`src/rtl/wdkl_pkg.sv`:
```
package wdkl_pkg;

  localparam int unsigned DATA_W = 32;

  // Control register codes
  localparam logic [DATA_W-1:0] ARM_KEY   = 32'hA985_59DA;
  localparam logic [DATA_W-1:0] IDLE_CODE = 32'h5312_ACED;

  // Decoded bus access
  typedef struct packed {
    logic ctrl_sel;
    logic flag_sel;
    logic ctrl_wr;
    logic flag_wr;
  } wdkl_dec_t;

endpackage

```
`src/rtl/wdkl_decode.sv`:
```
module wdkl_decode
  import wdkl_pkg::*;
#(
  parameter int unsigned           ADDR_W   = 12,
  parameter logic [ADDR_W-1:0]     CTRL_OFS = 12'h090,
  parameter logic [ADDR_W-1:0]     FLAG_OFS = 12'h088
) (
  input  logic [ADDR_W-1:0] addr,
  input  logic              wr,
  output wdkl_dec_t         dec
);

  always_comb begin
    dec          = '0;
    dec.ctrl_sel = (addr == CTRL_OFS);
    dec.flag_sel = (addr == FLAG_OFS);
    dec.ctrl_wr  = wr & dec.ctrl_sel;
    dec.flag_wr  = wr & dec.flag_sel;
  end

endmodule

```
`src/rtl/wdkl_enable_lock.sv`:
```
module wdkl_enable_lock
  import wdkl_pkg::*;
(
  input  logic              clk,
  input  logic              rst_n,
  input  logic              ctrl_wr,
  input  logic              priv,
  input  logic [DATA_W-1:0] wdata,
  output logic              armed
);

  logic armed_q;
  logic armed_d;
  logic take_key;

  // Next state: arm once on an exact privileged key, never disarm
  always_comb begin
    take_key = ctrl_wr & priv & ~armed_q & (wdata == ARM_KEY);
    armed_d  = armed_q | take_key;
  end

  always_ff @(posedge clk or negedge rst_n) begin
    if (!rst_n) begin
      armed_q <= 1'b0;
    end else if (take_key) begin
      armed_q <= armed_d;
    end
  end

  assign armed = armed_q;

  // Armed state is sticky until reset
  assert_lock_sticky_R5: assert property (@(posedge clk) disable iff (!rst_n)
    armed_q |=> armed_q);

  // Anything but a privileged key write leaves a disarmed block disarmed
  assert_no_arm_without_key_R3: assert property (@(posedge clk) disable iff (!rst_n)
    (!armed_q && !(ctrl_wr && wdata == ARM_KEY)) |=> !armed_q);

  assert_no_arm_unpriv_R4: assert property (@(posedge clk) disable iff (!rst_n)
    (!armed_q && !priv) |=> !armed_q);

  assert_key_arms_R2: assert property (@(posedge clk) disable iff (!rst_n)
    (ctrl_wr && priv && wdata == ARM_KEY) |=> armed_q);

endmodule

```
`src/rtl/wdkl_flag_bank.sv`:
```
module wdkl_flag_bank #(
  parameter int unsigned NCH = 4
) (
  input  logic           clk,
  input  logic           rst_n,
  input  logic [NCH-1:0] set_evt,
  input  logic           clr_wr,
  input  logic [NCH-1:0] clr_mask,
  output logic [NCH-1:0] flags
);

  for (genvar ch = 0; ch < NCH; ch++) begin : g_flag
    logic flag_q;
    logic flag_d;
    logic clr_hit;
    logic flag_ce;

    // Set has priority over a same-cycle clear
    always_comb begin
      clr_hit = clr_wr & clr_mask[ch];
      flag_ce = set_evt[ch] | clr_hit;
      flag_d  = set_evt[ch] | (flag_q & ~clr_hit);
    end

    always_ff @(posedge clk or negedge rst_n) begin
      if (!rst_n) begin
        flag_q <= 1'b0;
      end else if (flag_ce) begin
        flag_q <= flag_d;
      end
    end

    assign flags[ch] = flag_q;

    assert_set_wins_R9: assert property (@(posedge clk) disable iff (!rst_n)
      set_evt[ch] |=> flag_q);

    assert_w1c_clears_R8: assert property (@(posedge clk) disable iff (!rst_n)
      (flag_q && clr_wr && clr_mask[ch] && !set_evt[ch]) |=> !flag_q);

    assert_only_event_sets_R7: assert property (@(posedge clk) disable iff (!rst_n)
      (!flag_q && !set_evt[ch]) |=> !flag_q);

    assert_zero_write_keeps_R8: assert property (@(posedge clk) disable iff (!rst_n)
      (flag_q && !(clr_wr && clr_mask[ch])) |=> flag_q);
  end

endmodule

```
`src/rtl/wdkl_read_mux.sv`:
```
module wdkl_read_mux
  import wdkl_pkg::*;
#(
  parameter int unsigned NCH = 4
) (
  input  wdkl_dec_t         dec,
  input  logic              armed,
  input  logic [NCH-1:0]    flags,
  output logic [DATA_W-1:0] rdata
);

  logic [DATA_W-1:0] flag_word;

  always_comb begin
    flag_word            = '0;
    flag_word[NCH-1:0]   = flags;
    if (dec.ctrl_sel) begin
      rdata = armed ? ARM_KEY : IDLE_CODE;
    end else if (dec.flag_sel) begin
      rdata = flag_word;
    end else begin
      rdata = '0;
    end
  end

endmodule

```
`src/rtl/wdog_keylock_regs.sv`:
```
module wdog_keylock_regs
  import wdkl_pkg::*;
#(
  parameter int unsigned       ADDR_W   = 12,
  parameter int unsigned       NCH      = 4,
  parameter logic [ADDR_W-1:0] CTRL_OFS = 12'h090,
  parameter logic [ADDR_W-1:0] FLAG_OFS = 12'h088
) (
  input  logic              clk,
  input  logic              rst_n,
  input  logic [ADDR_W-1:0] bus_addr,
  input  logic [DATA_W-1:0] bus_wdata,
  input  logic              bus_wr,
  input  logic              bus_priv,
  output logic [DATA_W-1:0] bus_rdata,
  input  logic [NCH-1:0]    cmp_evt,
  input  logic [NCH-1:0]    irq_en,
  input  logic              clk_src_ok,
  output logic              wd_run,
  output logic [NCH-1:0]    wd_irq
);

  wdkl_dec_t      dec;
  logic           armed;
  logic [NCH-1:0] flags;

  wdkl_decode #(
    .ADDR_W  (ADDR_W),
    .CTRL_OFS(CTRL_OFS),
    .FLAG_OFS(FLAG_OFS)
  ) u_decode (
    .addr(bus_addr),
    .wr  (bus_wr),
    .dec (dec)
  );

  wdkl_enable_lock u_lock (
    .clk    (clk),
    .rst_n  (rst_n),
    .ctrl_wr(dec.ctrl_wr),
    .priv   (bus_priv),
    .wdata  (bus_wdata),
    .armed  (armed)
  );

  wdkl_flag_bank #(
    .NCH(NCH)
  ) u_flags (
    .clk     (clk),
    .rst_n   (rst_n),
    .set_evt (cmp_evt),
    .clr_wr  (dec.flag_wr),
    .clr_mask(bus_wdata[NCH-1:0]),
    .flags   (flags)
  );

  wdkl_read_mux #(
    .NCH(NCH)
  ) u_rmux (
    .dec  (dec),
    .armed(armed),
    .flags(flags),
    .rdata(bus_rdata)
  );

  // Unusable clock source behaves like a disarmed watchdog
  always_comb begin
    wd_run = armed & clk_src_ok;
    wd_irq = flags & irq_en;
  end

  assert_run_needs_clock_R6: assert property (@(posedge clk) disable iff (!rst_n)
    wd_run |-> clk_src_ok);

  assert_run_matches_readback_R6: assert property (@(posedge clk) disable iff (!rst_n)
    (clk_src_ok && bus_addr == CTRL_OFS) |-> (wd_run == (bus_rdata == ARM_KEY)));

  assert_irq_masked_R10: assert property (@(posedge clk) disable iff (!rst_n)
    (wd_irq & ~irq_en) == '0);

  assert_unmapped_zero_R11: assert property (@(posedge clk) disable iff (!rst_n)
    (bus_addr != CTRL_OFS && bus_addr != FLAG_OFS) |-> bus_rdata == '0);

  assert_ctrl_code_R1: assert property (@(posedge clk) disable iff (!rst_n)
    (bus_addr == CTRL_OFS) |-> (bus_rdata == ARM_KEY || bus_rdata == IDLE_CODE));

endmodule

```
`config.mk`:
```
export PLATFORM = sky130hd
export DESIGN_NAME = wdog_keylock_regs
export DESIGN_NICKNAME = d
export VERILOG_FILES = /design/src/rtl/wdkl_pkg.sv /design/src/rtl/wdkl_decode.sv /design/src/rtl/wdkl_enable_lock.sv /design/src/rtl/wdkl_flag_bank.sv /design/src/rtl/wdkl_read_mux.sv /design/src/rtl/wdog_keylock_regs.sv
export SDC_FILE = /design/constraint.sdc
export NUM_CORES = 1
export LEC_CHECK = 0
export BUFFER_PORTS_ARGS = -buffer_cell sky130_fd_sc_hd__buf_2
export CAP_MARGIN = 5
export CORE_ASPECT_RATIO = 0.75
export CORE_MARGIN = 3
export CORE_UTILIZATION = 32
export CTS_BUF_LIST = sky130_fd_sc_hd__clkbuf_4
export DETAILED_ROUTE_END_ITERATION = 10
export GPL_TIMING_DRIVEN = 0
export PLACE_DENSITY = 0.84
export SYNTH_ARGS = -nofsm -noshare
export SYNTH_HDL_FRONTEND = slang
export SYNTH_HIERARCHICAL = 1
export SYNTH_SLANG_ARGS = --single-unit
```
`constraint.sdc`:
```
create_clock -name clk -period 2.4 [get_ports clk]
set_input_delay 0.24 -clock clk [delete_from_list [all_inputs] [get_ports clk]]
set_output_delay 0.24 -clock clk [all_outputs]
set_load 0.02 [all_outputs]
```
==> impl_metrics.py <==
metrics = {
    "synthesis": {
        "ys_warn_count": 6,
        "yosys.area.top_type": "buf_4",
        "syn_avg_cell_area_um2": 8.98,
        "synthTopCellsByCount": "buf_4 (30), a21o_1 (7), and2_1 (5), dfrtp_1 (5)",
        "synthCells": 78,
        "synthDistinctLibCells": 23,
        "synth_area_leaders": "buf_4 (32%), dfrtp_1 (18%), a21o_1 (7.5%)",
        "synth_edf_count": 0,
        "synth_area_um2": 701,
        "netlist.area_leader.share_pct": 32.1,
        "synth.most_common_cell": "buf_4",
        "synthArstFlopShare_pct": 100,
        "synth_seq_cells": 5,
        "ys_seq_area_share_pct": 17.9,
        "synth-main-ff-cell": "dfrtp_1",
    },
    "sta": {
        "finalHoldViolCount": 0,
        "fin_skew_ps": 0,
        "hold_slack_ps": 187,
        "rsz0062_at_grt": "no",
        "finalSetupViolations": 0,
        "slew_violations": 0,
        "maxClockFrequency_mhz": 451,
        "fin_crit_ps": 2220,
        "fin_ws_ps": 184,
        "fin_crit_sh_pct": 92.3,
    },
    "detailed_routing": {
        "viasPerCell": 4.30,
        "post-route-drc-count": 0,
        "post_drt_wl_per_cell_um": 11.0,
        "dr.pass1.iters": 2,
        "vias": 855,
        "drt_iter0_markers": 34,
        "antenna_left": 0,
        "routed_wl_um": 2180,
    },
    "critical_path": {
        "critPathMaxStageDelay_ps": 540,
        "cp-start-kind": "primary input",
        "arrival_ps": 1980,
        "path_buf_inv": 3,
        "rr_startpoint": "u_lock/armed",
        "endpoint_kind": "primary output",
        "path_max_fanout": 11,
        "path_cells": "buf_2 -> or4b_4 -> nor3_2 -> nor2b_4 -> buf_4 -> buf_2",
        "reg2reg_to": "u_lock/armed",
        "crit_top_cell": "buf_2",
        "cp-endpoint": "bus_rdata[30]",
        "crit_start": "bus_addr[5]",
        "required_ps": 2160,
        "r2r_slack_ps": 1690,
        "worstSetupPathDepth": 6,
        "crit_family": "simple AND/OR/NAND/NOR gates",
        "worst_r2r_path_depth": 2,
        "setup.worst_path.class": "primary input to primary output",
        "crit_path_top_delay_cell": "or4b_4",
    },
    "job": {
        "max_cap_viol_count": 0,
    },
    "floorplanning": {
        "row_count": 14,
        "core_area_um2": 2030,
        "die_h_um": 46.5,
        "start_util_pct": 34.5,
        "die_area_um2": 2790,
        "io_pins": 94,
        "die_w_um": 60.0,
    },
    "grt": {
        "antenna_found_initial": 0,
        "track_usage_pct": 15.0,
        "grt_pass1_vias": 831,
        "grt_max_degree": 12,
        "grt_overflow": 0,
        "grt_pass1_wl_um": 3240,
    },
    "clock_network": {
        "cts_buffers": 3,
        "cts-root-buf": "clkbuf_4",
        "htree_levels": 1,
        "cts.clk_slew.worst_paths_ps": 40,
        "postCtsSetupBuffers": 0,
        "clock_sinks": 5,
        "cts_tree": "yes",
        "clock_path_buffers": 2,
        "clk_latency_ps": 230,
    },
    "finish": {
        "finish.instance_area_um2": 1230,
        "final_cells": 199,
        "nNetsFinal": 233,
        "n_antenna_cell": 0,
        "layout-drive-gt1-share_pct": 77.1,
        "area_delta_synth_final_pct": 75.7,
    },
    "power_and_ir_drop": {
        "power.leakage_nw": 0.761,
        "p_per_area_nw_per_um2": 223,
        "ir_drop_mv": 0.145,
    },
    "placed_design": {
        "dp_slack_ps": -102,
        "placed_cell_area_um2": 1190,
        "placed_cells": 194,
        "portBuffers": 88,
        "gp_congestion": 0.707,
        "hpwlAfterDp_um": 2060,
    },
    "hold_path": {
        "min_path_type": "primary input to flip-flop",
    },
    "run_status": {
        "status": "finished clean",
    },
}
-- layout make-up --
type / instances / area [µm²]
fill: 189 / 801
timing repair buffer: 89 / 450
multi-input combinational: 45 / 363
buffer: 30 / 225
sequential: 5 / 125
clock buffer: 4 / 30.0
tap: 24 / 30.0
inverter: 2 / 7.51
-- flip-flops by register name (all words and copies together), names as in the netlist --
signal                 flops
u_flags/g_flag.flag_q      4
u_lock/armed               1
-- timing repair --
| action | in CTS | in global routing |
|---|---|---|
| hold buffers | 1 | 0 |
| resized for setup | 1 | 0 |
| endpoints found under the hold margin | 5 | 0 |
| setup endpoints to repair | 11 | 0 |
-- where the power goes --
group          internal, W   total, W  leakage (nW)   switching, W
logic            0.0000509  0.0000856         0.699      0.0000346
registers        0.0000846  0.0000847        0.0437  0.00000000405
clock network    0.0000739   0.000104        0.0184      0.0000303
-- per-stage QoR --
stage | power, W | util (%) | TNS, ps
6_report | 0.000274 | 60.6 | 0
5_1_grt | 0.000295 | 60.6 | 0
4_1_cts | 0.000278 | 60.6 | 0
3_5_place_dp | 0.000170 | 58.4 | -931
3_3_place_gp | 0.000168 | 58.4 | -414
2_1_floorplan | 0.000119 | - | 0
-- cell usage in the layout, fill, tap and decap left out, types with 4 or more instances in the layout --
cell type and instances:
a21o_1 7, and2_1 5, buf_2 88, buf_4 30, clkbuf_4 4, conb_1 5
dfrtp_1 5, nand2_1 4, nor4bb_1 4
-- worst register-to-register path: stages (launching register included) --
cell,delay (ps)
dfrtp_1,420
inv_1,100
o31ai_2,60
-- worst min path at each step --
stage	to	cells after the start	from
finish	u_flags/g_flag[0].flag_q	2	cmp_evt[0]
global route	u_flags/g_flag[0].flag_q	2	cmp_evt[0]
CTS	u_flags/g_flag[0].flag_q	2	cmp_evt[0]
detailed placement	u_flags/g_flag[2].flag_q	1	rst_n
global placement	u_flags/g_flag[0].flag_q	1	rst_n
floorplan	u_flags/g_flag[0].flag_q	0	rst_n
-- cells by family (layout without fill, tap and decap cells) --
family                 count (synthesis)  in the layout  share of synthesized area, %
AOI/OAI and AO/OA                      9              9                          10.5
other                                  1              5                         0.535
buffers and inverters                 32            125                          33.2
and+or+nand+nor                       31             31                          37.9
DFF                                    5              5                          17.9
-- layer usage --
layer,GRT usage (%),vias up,wire length (µm)
met2,33.2,52,1210
met5,0,-,0
met3,3.92,0,306
met1,14.0,368,668
li1,-,435,-
met4,1.33,0,0
Power figures use the tool's default switching activity.
